### config.mk
export PLATFORM = sky130hd
export DESIGN_NAME = rx_frame_filter
export DESIGN_NICKNAME = d
export VERILOG_FILES = /design/src/rtl/rxf_pkg.sv /design/src/rtl/rxf_regs.sv /design/src/rtl/rxf_crc32.sv /design/src/rtl/rxf_buffer.sv /design/src/rtl/rxf_decide.sv /design/src/rtl/rx_frame_filter.sv
export SDC_FILE = /design/constraint.sdc
export NUM_CORES = 1
export LEC_CHECK = 0
export ABC_CLOCK_PERIOD_IN_PS = 6300
export BUFFER_PORTS_ARGS = -buffer_cell sky130_fd_sc_hd__buf_4
export CORE_MARGIN = 1.5
export CORE_UTILIZATION = 30
export DETAILED_ROUTE_END_ITERATION = 10
export GPL_ROUTABILITY_DRIVEN = 0
export PLACE_DENSITY = 0.55
export SYNTH_ARGS = -nofsm -noshare
export SYNTH_HDL_FRONTEND = slang
export SYNTH_SLANG_ARGS = --single-unit
### constraint.sdc
create_clock -name clk -period 6.3 [get_ports clk]
set_input_delay 0.315 -clock clk [delete_from_list [all_inputs] [get_ports clk]]
set_output_delay 0.315 -clock clk [all_outputs]
set_load 0.005 [all_outputs]
### src/rtl/rxf_pkg.sv
package rxf_pkg;

    localparam int REG_AW = 2;
    localparam logic [REG_AW-1:0] RA_CTRL   = 2'd0;
    localparam logic [REG_AW-1:0] RA_STA_LO = 2'd1;
    localparam logic [REG_AW-1:0] RA_STA_HI = 2'd2;
    localparam logic [REG_AW-1:0] RA_STAT   = 2'd3;

    localparam int DA_BYTES = 6;
    localparam int CNT_W    = 3;

    localparam logic [31:0] CRC_POLY_R = 32'hEDB88320;
    localparam logic [31:0] CRC_INIT   = 32'hFFFFFFFF;
    localparam logic [31:0] CRC_GOOD   = 32'hDEBB20E3;

    // Bit order matches the control register layout (bit4 .. bit0).
    typedef struct packed {
        logic flush;
        logic rej_crc;
        logic promisc;
        logic mcast_en;
        logic rx_en;
    } rxf_ctrl_t;

    typedef struct packed {
        logic       push;
        logic       rollback;
        logic       commit;
        logic       clear;
        logic [7:0] data;
    } rxf_wcmd_t;

    function automatic logic [31:0] crc32_step(input logic [31:0] c, input logic [7:0] d);
        logic [31:0] r;
        r = c ^ {24'd0, d};
        for (int i = 0; i < 8; i++)
            r = r[0] ? ((r >> 1) ^ CRC_POLY_R) : (r >> 1);
        return r;
    endfunction

endpackage

### src/rtl/rxf_regs.sv
module rxf_regs
    import rxf_pkg::*;
(
    input  logic              clk,
    input  logic              rst,
    input  logic [REG_AW-1:0] reg_addr,
    input  logic              reg_wr,
    input  logic              reg_rd,
    input  logic [31:0]       reg_wdata,
    output logic [31:0]       reg_rdata,
    input  logic              err_set,
    output rxf_ctrl_t         ctrl,
    output logic [47:0]       station,
    output logic              err_flag,
    output logic              flush_pulse
);
    rxf_ctrl_t   ctrl_q;
    logic [47:0] sta_q;
    logic        err_q;

    logic wr_ctrl, rd_ctrl, wr_stat;
    assign wr_ctrl     = reg_wr && (reg_addr == RA_CTRL);
    assign rd_ctrl     = reg_rd && (reg_addr == RA_CTRL);
    assign wr_stat     = reg_wr && (reg_addr == RA_STAT);
    assign flush_pulse = wr_ctrl && reg_wdata[4];

    always_ff @(posedge clk) begin
        if (rst) begin
            ctrl_q <= '0;
            sta_q  <= '0;
            err_q  <= 1'b0;
        end else begin
            if (wr_ctrl) begin
                ctrl_q.rx_en    <= reg_wdata[0];
                ctrl_q.mcast_en <= reg_wdata[1];
                ctrl_q.promisc  <= reg_wdata[2];
                ctrl_q.rej_crc  <= reg_wdata[3];
            end
            ctrl_q.flush <= (ctrl_q.flush && !rd_ctrl) || flush_pulse;
            if (reg_wr && reg_addr == RA_STA_LO) sta_q[31:0]  <= reg_wdata;
            if (reg_wr && reg_addr == RA_STA_HI) sta_q[47:32] <= reg_wdata[15:0];
            err_q <= err_set || (err_q && !(wr_stat && reg_wdata[0]));
        end
    end

    always_comb begin
        reg_rdata = '0;
        unique case (reg_addr)
            RA_CTRL:   reg_rdata[4:0]  = ctrl_q;
            RA_STA_LO: reg_rdata       = sta_q[31:0];
            RA_STA_HI: reg_rdata[15:0] = sta_q[47:32];
            RA_STAT:   reg_rdata[0]    = err_q;
            default:   reg_rdata       = '0;
        endcase
    end

    assign ctrl     = ctrl_q;
    assign station  = sta_q;
    assign err_flag = err_q;
endmodule

### src/rtl/rxf_crc32.sv
module rxf_crc32
    import rxf_pkg::*;
(
    input  logic        clk,
    input  logic        rst,
    input  logic        in_valid,
    input  logic        in_first,
    input  logic [7:0]  in_data,
    output logic        crc_ok
);
    logic [31:0] crc_q, base, nxt;

    assign base   = in_first ? CRC_INIT : crc_q;
    assign nxt    = crc32_step(base, in_data);
    assign crc_ok = (nxt == CRC_GOOD);

    always_ff @(posedge clk) begin
        if (rst)           crc_q <= CRC_INIT;
        else if (in_valid) crc_q <= nxt;
    end
endmodule

### src/rtl/rxf_buffer.sv
module rxf_buffer
    import rxf_pkg::*;
#(
    parameter int DEPTH = 64
) (
    input  logic      clk,
    input  logic      rst,
    input  rxf_wcmd_t cmd,
    input  logic      rd_en,
    output logic [7:0] rd_data,
    output logic      empty,
    output logic      full
);
    localparam int AW = $clog2(DEPTH);
    localparam int PW = AW + 1;

    logic [7:0]    mem [DEPTH];
    logic [PW-1:0] wr_p, cm_p, rd_p, used;
    logic          pop, wr_mem;

    assign used    = wr_p - rd_p;
    assign full    = (used == PW'(DEPTH));
    assign empty   = (rd_p == cm_p);
    assign pop     = rd_en && !empty;
    assign wr_mem  = cmd.push && !cmd.rollback && !cmd.clear;
    assign rd_data = mem[rd_p[AW-1:0]];

    always_ff @(posedge clk) begin
        if (wr_mem) mem[wr_p[AW-1:0]] <= cmd.data;
    end

    always_ff @(posedge clk) begin
        if (rst || cmd.clear) begin
            wr_p <= '0;
            cm_p <= '0;
            rd_p <= '0;
        end else begin
            if (cmd.rollback)  wr_p <= cm_p;
            else if (cmd.push) wr_p <= wr_p + 1'b1;
            if (cmd.commit)    cm_p <= cmd.push ? wr_p + 1'b1 : wr_p;
            if (pop)           rd_p <= rd_p + 1'b1;
        end
    end
endmodule

### src/rtl/rxf_decide.sv
module rxf_decide
    import rxf_pkg::*;
(
    input  logic        clk,
    input  logic        rst,
    input  logic        rx_valid,
    input  logic [7:0]  rx_data,
    input  logic        rx_last,
    input  rxf_ctrl_t   ctrl,
    input  logic [47:0] station,
    input  logic        flush,
    input  logic        fifo_full,
    output rxf_wcmd_t   cmd,
    output logic        err_set
);
    logic             in_frame, fr_en, keep, match_q, mcast_q;
    logic [CNT_W-1:0] cnt;

    logic             first, en_now, keep_now, match_now, mcast_now, addr_ok;
    logic             crc_ok, drop_addr, drop_runt, drop_ovf, bad_rej, drop;
    logic [CNT_W-1:0] idx;
    logic [7:0]       sta_byte;

    assign first    = rx_valid && !in_frame;
    assign idx      = first ? '0 : cnt;
    assign en_now   = first ? ctrl.rx_en : fr_en;
    assign keep_now = first ? ctrl.rx_en : keep;

    always_comb begin
        sta_byte = '0;
        for (int i = 0; i < DA_BYTES; i++)
            if (idx == CNT_W'(i)) sta_byte = station[8*i +: 8];
    end

    assign match_now = (first || match_q) && (rx_data == sta_byte);
    assign mcast_now = first ? rx_data[0] : mcast_q;
    assign addr_ok   = ctrl.promisc || (mcast_now ? ctrl.mcast_en : match_now);

    rxf_crc32 u_crc (
        .clk      (clk),
        .rst      (rst),
        .in_valid (rx_valid),
        .in_first (first),
        .in_data  (rx_data),
        .crc_ok   (crc_ok)
    );

    assign drop_addr = rx_valid && (idx == CNT_W'(DA_BYTES - 1)) && !addr_ok;
    assign drop_runt = rx_valid && rx_last && (idx < CNT_W'(DA_BYTES - 1));
    assign drop_ovf  = rx_valid && fifo_full;
    assign bad_rej   = rx_valid && rx_last && en_now && ctrl.rej_crc && !crc_ok;
    assign drop      = keep_now && (drop_addr || drop_runt || drop_ovf || bad_rej || flush);

    always_comb begin
        cmd.push     = rx_valid && keep_now && !drop;
        cmd.rollback = drop;
        cmd.commit   = rx_valid && rx_last && keep_now && !drop;
        cmd.clear    = flush || bad_rej;
        cmd.data     = rx_data;
    end
    assign err_set = bad_rej;

    always_ff @(posedge clk) begin
        if (rst) begin
            in_frame <= 1'b0;
            fr_en    <= 1'b0;
            keep     <= 1'b0;
            cnt      <= '0;
            match_q  <= 1'b0;
            mcast_q  <= 1'b0;
        end else begin
            if (rx_valid) begin
                in_frame <= !rx_last;
                fr_en    <= en_now;
                keep     <= keep_now && !drop;
                cnt      <= (idx == '1) ? idx : idx + 1'b1;
                match_q  <= match_now;
                mcast_q  <= mcast_now;
            end
            if (flush) keep <= 1'b0;
        end
    end
endmodule

### src/rtl/rx_frame_filter.sv
module rx_frame_filter
    import rxf_pkg::*;
#(
    parameter int FIFO_DEPTH = 64
) (
    input  logic        clk,
    input  logic        rst,
    input  logic [1:0]  reg_addr,
    input  logic        reg_wr,
    input  logic        reg_rd,
    input  logic [31:0] reg_wdata,
    output logic [31:0] reg_rdata,
    input  logic        rx_valid,
    input  logic [7:0]  rx_data,
    input  logic        rx_last,
    input  logic        fifo_rd,
    output logic [7:0]  fifo_data,
    output logic        fifo_empty,
    output logic        rx_err_irq
);
    rxf_ctrl_t   w_ctrl;
    rxf_wcmd_t   w_cmd;
    logic [47:0] w_station;
    logic        w_err_set, w_flush, w_full;

    rxf_regs u_regs (
        .clk         (clk),
        .rst         (rst),
        .reg_addr    (reg_addr),
        .reg_wr      (reg_wr),
        .reg_rd      (reg_rd),
        .reg_wdata   (reg_wdata),
        .reg_rdata   (reg_rdata),
        .err_set     (w_err_set),
        .ctrl        (w_ctrl),
        .station     (w_station),
        .err_flag    (rx_err_irq),
        .flush_pulse (w_flush)
    );

    rxf_decide u_dec (
        .clk       (clk),
        .rst       (rst),
        .rx_valid  (rx_valid),
        .rx_data   (rx_data),
        .rx_last   (rx_last),
        .ctrl      (w_ctrl),
        .station   (w_station),
        .flush     (w_flush),
        .fifo_full (w_full),
        .cmd       (w_cmd),
        .err_set   (w_err_set)
    );

    rxf_buffer #(.DEPTH(FIFO_DEPTH)) u_buf (
        .clk     (clk),
        .rst     (rst),
        .cmd     (w_cmd),
        .rd_en   (fifo_rd),
        .rd_data (fifo_data),
        .empty   (fifo_empty),
        .full    (w_full)
    );
endmodule

# Yosys cells after proc, flatten, opt, wreduce, memory -nomap -nowiden
# Memory sizes are Yosys's and may differ from the RTL's. A register that Yosys moved wholly into a read port is not among the register bits.
# Index checks and enable logic that the tools add are counted.
# totals
register_bits	115
latch_bits	0
mem_bits_rw	512
romBits	0
input_bits	49
output_inout_bits	42
elab_cells	127
mem_count	1
# mem_list
memory	depth	word_bits	read_ports	rd_clocked_by_memory_dff	write_ports	line	rtl
u_buf.mem	64	8	1	1	1	rxf_buffer.sv:17	logic [7:0] mem [DEPTH];
# classes
n_addsub	4
multipliers	0
div_mod_pow	0
order_cmp	1
eq_ne	13
shift	0
muxes	31
n_bitwise	9
reduce_logical	50
# ops
operator	count
32-bit two-way mux	9
13-bit NOT with 14-bit output	8
8-bit two-way mux	6
32-bit equality test, second input constant	1
32-bit by 8-bit XOR with 32-bit output	1
1-bit logical AND	28
11-bit case mux with 2 select lines	1
16-bit two-way mux	1
7-bit by 1-bit adder with 7-bit output, second input constant	2
7-bit two-way mux	2
6-bit two-way mux	2
4-bit case mux with 3 select lines	1
1-bit logical OR	10
3-bit equality test, second input constant	3
1-bit zero test	9
8-bit equality test	1
7-bit equality test	1
7-bit equality test, second input constant	1
7-bit subtractor	1
3-bit by 2-bit equality test with 1-bit output, second input constant	2
1-bit two-way mux	6
3-bit two-way mux	2
2-bit equality test, second input constant	2
1-bit case mux with 4 select lines	1
7 further kinds	7

# Depth between registers and ports, before layout
# logic_depth
word_depth	32
ltp_mapped	17
ltp_nobuf	13

# Modules after synthesis
# A second synthesis with hierarchy kept.
# hier_totals
cells_unflattened	1923
hier_area_um2	28267.1
# modules_own_cells
module	instances	cells_each	area_each_um2	seq_area_each_um2
rxf_buffer	1	1084	21187.8	15915.3
rxf_crc32	1	350	2961.6	640.6
rxf_regs	1	308	2775.2	1081.0
rxf_decide	1	181	1342.5	160.2

# Least setup slack after synthesis
# OpenSTA, ideal clock, no wires.
# synth_timing
path_type	in2reg
start	input rx_data[1]
end	memory u_buf.mem[17][0], enable pin
setup_time_ns	0.371
arrival_time_ns	3.739
required_time_ns	5.929
setup_slack_ns	2.191
path_stages	13
n_path_buf	2
cell_sequence	buf_4 -> xnor2_1 -> or3_1 -> nand2_1 -> inv_2 -> xnor3_1 -> nor4b_1 -> o2111ai_1 -> nor4_4 -> o211ai_4 -> or4_1 -> buf_2 -> nor2_1
# synth_between
elab_cells_between_ends	37
classes_between	eq/ne: 2; mux: 11; bitwise: 7; reduce/logical: 17
# synth_rtl
element	line	rtl
from (decl)	rx_frame_filter.sv:14	input logic [7:0] rx_data,
32-bit by 8-bit XOR with 32-bit output *	rxf_pkg.sv:35	r = c ^ {24'd0, d};
32-bit two-way mux * (8 in a row)	rxf_pkg.sv:37	r = r[0] ? ((r >> 1) ^ CRC_POLY_R) : (r >> 1);
net u_dec.u_crc.nxt[31]	rxf_crc32.sv:11	logic [31:0] crc_q, base, nxt;
32-bit equality test *	rxf_crc32.sv:15	assign crc_ok = (nxt == CRC_GOOD);
1-bit zero test *	rxf_decide.sv:51	assign bad_rej = rx_valid && rx_last && en_now && ctrl.rej_crc && !crc_ok;
1-bit logical AND *	rxf_decide.sv:51	
1-bit logical OR (2 in a row)	rxf_decide.sv:52	assign drop = keep_now && (drop_addr || drop_runt || drop_ovf || bad_rej || flush);
1-bit logical AND	rxf_decide.sv:52	
1-bit zero test	rxf_buffer.sv:25, rxf_decide.sv:55	
1-bit logical AND	rxf_decide.sv:55	cmd.push = rx_valid && keep_now && !drop;
1-bit logical AND	rxf_buffer.sv:25	assign wr_mem = cmd.push && !cmd.rollback && !cmd.clear;
1-bit logical AND *	rxf_buffer.sv:25	
1-bit two-way mux *	rxf_buffer.sv:29	if (wr_mem) mem[wr_p[AW-1:0]] <= cmd.data;
1-bit two-way mux (implied by the code) *	rxf_buffer.sv:29	
to (decl)	rxf_buffer.sv:17	
# The timed path passes the listed nets; every way through them passes the cells marked *.

# Final worst setup path
# layout_timing
start	register u_dec.in_frame
end	memory u_buf.mem[13][5], enable pin
# layout_between
elab_cells_between_ends	65
classes_between	order compare: 1; eq/ne: 7; mux: 22; bitwise: 9; reduce/logical: 26
# layout_rtl
element	line	rtl
from (decl)	rxf_decide.sv:16	logic in_frame, fr_en, keep, match_q, mcast_q;
from (signal assigned)	rxf_decide.sv:73	in_frame <= !rx_last;
1-bit zero test *	rxf_decide.sv:24	assign first = rx_valid && !in_frame;
1-bit logical AND *	rxf_decide.sv:24	
32-bit two-way mux *	rxf_crc32.sv:13	assign base = in_first ? CRC_INIT : crc_q;
32-bit by 8-bit XOR with 32-bit output *	rxf_pkg.sv:35	
32-bit two-way mux *	rxf_pkg.sv:37	
13-bit NOT with 14-bit output (no source line)	n/a	
32-bit two-way mux * (7 in a row)	rxf_pkg.sv:37	
net u_dec.u_crc.nxt[31]	rxf_crc32.sv:11	
[... 3 more ...]	n/a	
1-bit logical OR (2 in a row)	rxf_decide.sv:52	
1-bit logical AND	rxf_decide.sv:52	
1-bit zero test	rxf_buffer.sv:25, rxf_decide.sv:55	
1-bit logical AND	rxf_decide.sv:55	
1-bit logical AND	rxf_buffer.sv:25	
1-bit logical AND *	rxf_buffer.sv:25	
1-bit two-way mux *	rxf_buffer.sv:29	
1-bit two-way mux (implied by the code) *	rxf_buffer.sv:29	
# Marks and branches as above.

==> impl_metrics.json <==
{
  "grt-ovfl-total": 0,
  "cts_root_buf": "clkbuf_16",
  "use_met1_pct": 21.5,
  "ant_nets": 0,
  "worstSkewPairLatency_ps": 610,
  "fin_setup_tns_ps": 0,
  "grt_pass1_vias": 16700,
  "leakagePower_nw": 10.2,
  "crit_start": "u_dec.in_frame",
  "fmax_mhz": 189,
  "critPathRequiredTime_ps": 6530,
  "path_max_fanout": 29,
  "p_per_area_nw_per_um2": 292,
  "core_area_um2": 91700,
  "die_x_um": 307,
  "crit_type": "reg2reg",
  "grt_setup_unrepaired": "false",
  "drt-initial-drc-count": 1666,
  "cap_violations": 0,
  "via_count": 16600,
  "portBuffers": 90,
  "ys_ff_latch": 633,
  "clk_pin_slew_worst_paths_ps": 60,
  "run_status": "completed",
  "ioPinCount": 91,
  "cts_tree": "yes",
  "die_area_um2": 94400,
  "grt_use_total_pct": 15.2,
  "wl_mm": 72.2,
  "wire_per_inst_um": 22.5,
  "async_reset_ff_share_pct": 0,
  "crit_path_start_kind": "register",
  "start_util_pct": 30.3,
  "synthCells": 1853,
  "die_height_um": 307,
  "antenna_found_initial": 4,
  "stdcell_count": 3205,
  "viasPerCell": 5.18,
  "rows": 111,
  "synth.cell_area_um2": 27800,
  "worstSetupEndpointType": "register",
  "cts_max_path_buffers": 3,
  "synth_cell_types": 83,
  "drv_slew": 0,
  "globalRoute.busiestLayer": "met2",
  "finalSetupViolations": 0,
  "grt_pass1_wl_mm": 108,
  "fin_nets": 2029,
  "synth_edf_count": 512,
  "hold_path.startpoint": "rx_data[6]",
  "period_needed_ps": 5300,
  "placed_cells": 3050,
  "cp.arrival_ps": 5520,
  "syn_nets": 1917,
  "fin_crit_sh_pct": 84.1,
  "cts.sinks": 633,
  "synth_area_per_cell_um2": 15.0,
  "drive_gt1_share_pct": 21.9,
  "seq_area_frac_synth_pct": 64.1,
  "maxSlewHeadroom_pct": 17.4,
  "fin_skew_ps": 25.0,
  "ys_warn_count": 0,
  "grt_util_met2_pct": 24.0,
  "synthToLayoutAreaGrowth_pct": 16.4,
  "reg2reg_slack_ps": 1000,
  "cts_buffers": 67,
  "ir_drop_uv": 194,
  "timing.rr.start": "u_dec.in_frame",
  "grt_max_degree": 70,
  "synth_ff_type": "edfxtp_1",
  "min_path_type": "in2reg",
  "tightestPinTransition_ps": 1240,
  "hpwlAfterDp_mm": 47.1,
  "drt_pass1_iterations": 6,
  "hold_viol": 0,
  "drcViolationCount": 0,
  "use_met3_pct": 3.12,
  "htree_levels": 3
}
-- cell type report --
type / instances / area (µm²)
Antenna cell: 1 / 2.50
Fill cell: 8751 / 59300
Clock inverter: 37 / 435
Clock buffer: 85 / 1780
Sequential cell: 633 / 17800
Multi-Input combinational cell: 1061 / 9300
Inverter: 27 / 101
Timing Repair Buffer: 175 / 1430
Tap cell: 1186 / 1480
-- path summary, 6_finish.rpt --
path | cells after the start | end
worst max register to register | 11 | u_buf.mem[13][5]
worst min register to register | 2 | u_dec.fr_en
worst max-delay path | 11 | u_buf.mem[13][5]
worst min-delay path | 1 | u_buf.mem[34][6]
-- per-layer routing --
metal,vias to the layer above,routed length (µm)
li1,7379,-
met1,8454,31900
met2,673,33500
met3,106,5130
met4,4,1540
met5,-,31
-- cell usage after synthesis (all sizes together) (5+ instances only) --
library cell,instances,area share (%)
and2,23,0.52
a32oi,5,0.16
nand4,17,0.38
buf,56,1.0
nor2b,24,0.57
xnor3,7,0.57
o211ai,11,0.35
or2,5,0.11
or4,5,0.14
xor2,26,0.82
o21a,6,0.16
ha,15,0.68
o2bb2ai,8,0.25
xnor2,76,2.5
edfxtp,512,55
a31oi,6,0.14
a21oi,76,1.4
nand3,31,0.56
o21ai,41,0.74
nor2,152,2.2
nor3,17,0.31
mux4,168,14
a22oi,13,0.35
o21ba,5,0.18
nand2b,9,0.20
nand2,170,2.3
a211o,16,0.50
clkbuf,76,1.0
a222oi,5,0.18
or3,21,0.47
a211oi,12,0.32
o22ai,7,0.16
inv,25,0.34
o211a,5,0.18
nor4,10,0.30
dfxtp,121,8.7
mux2i,10,0.36
-- where the power goes --
group	internal (mW)	switching (mW)	total [mW]
Combinational	0.352	0.491	0.843
Sequential	4.56	0.0593	4.62
Clock	2.31	1.65	3.96
Total	7.23	2.20	9.43
-- through the flow --
step | instance area, µm² | power [mW] | worst slack, ps | utilization, % | hold slack (ps)
global route | 32300 | 9.76 | 699 | 35.3 | 13.8
floorplan | 27800 | 5.27 | 2190 | - | 414
global placement | 29800 | 5.53 | 980 | 32.5 | 455
CTS | 32300 | 9.52 | 969 | 35.3 | 8.52
detailed placement | 29800 | 5.54 | 918 | 32.5 | 458
finish | 32300 | 9.43 | 1000 | 35.3 | 30.0
-- worst max-delay path, cell delays in order (launching register included) --
cell       delay (ps)
dfxtp_1           350
nor2b_4           500
or3_1             240
nand2_1           190
inv_2             200
xnor3_1           430
nor4b_1           370
o2111ai_1         280
nor4_4            560
o211ai_4          250
or4b_1            980
nor2_2            560
-- state kept, by name, summed over array words and instances, names as in the netlist, named ones only --
signal,count
u_buf.mem,512
u_regs.station,48
u_dec.u_crc.crc_q,32
u_buf.cm_p,7
u_buf.rd_p,7
u_buf.wr_p,7
u_regs.ctrl,5
u_dec.cnt,3
u_dec.fr_en,1
u_dec.in_frame,1
u_dec.keep,1
u_dec.match_q,1
u_dec.mcast_q,1
u_regs.err_flag,1
-- placed cells by master, fill, tap and decap left out, types with 8 or more instances in the layout --
cell,Yosys,routed
clkinv_1,2,11
o21ai_0,36,36
clkbuf_1,76,16
xnor2_1,74,74
mux2i_1,10,10
a22oi_1,13,13
nor3_1,17,17
nor2_1,141,141
o211ai_1,10,10
nor2b_1,23,23
nand2b_1,9,9
nand2_1,167,167
edfxtp_1,512,512
nand3_1,31,31
and2_1,23,23
nor2_2,11,11
dfxtp_1,121,118
a211o_1,16,16
nor4_1,8,8
o2bb2ai_1,8,8
mux4_2,168,168
or3_1,21,21
nand4_1,17,17
ha_1,15,15
a21oi_1,76,76
xor2_1,26,26
buf_4,5,140
dlygate4sd3_1,0,32
clkinv_2,0,12
inv_1,23,23
clkbuf_16,0,68
a211oi_1,12,12
-- cell families after synthesis --
| group | count (synthesis) | share of synthesized area, % |
|---|---|---|
| buffers and inverters | 159 | 2.43 |
| XOR/XNOR | 109 | 3.88 |
| flip-flops | 633 | 64.1 |
| AO/OA/AOI/OAI | 253 | 6.23 |
| multiplexers | 179 | 14.0 |
| adder cells (fa/ha/maj) | 15 | 0.676 |
| AND/OR/NAND/NOR | 505 | 8.68 |
-- repair_timing --
action | 4_1_cts | 5_1_grt
endpoints found under the setup margin | 0 | 0
endpoints found under the hold margin | 52 | 0
hold buffers | 32 | 0
resized for setup | 0 | 0
setup buffers | 0 | 0
Power figures use the tool's default switching activity.
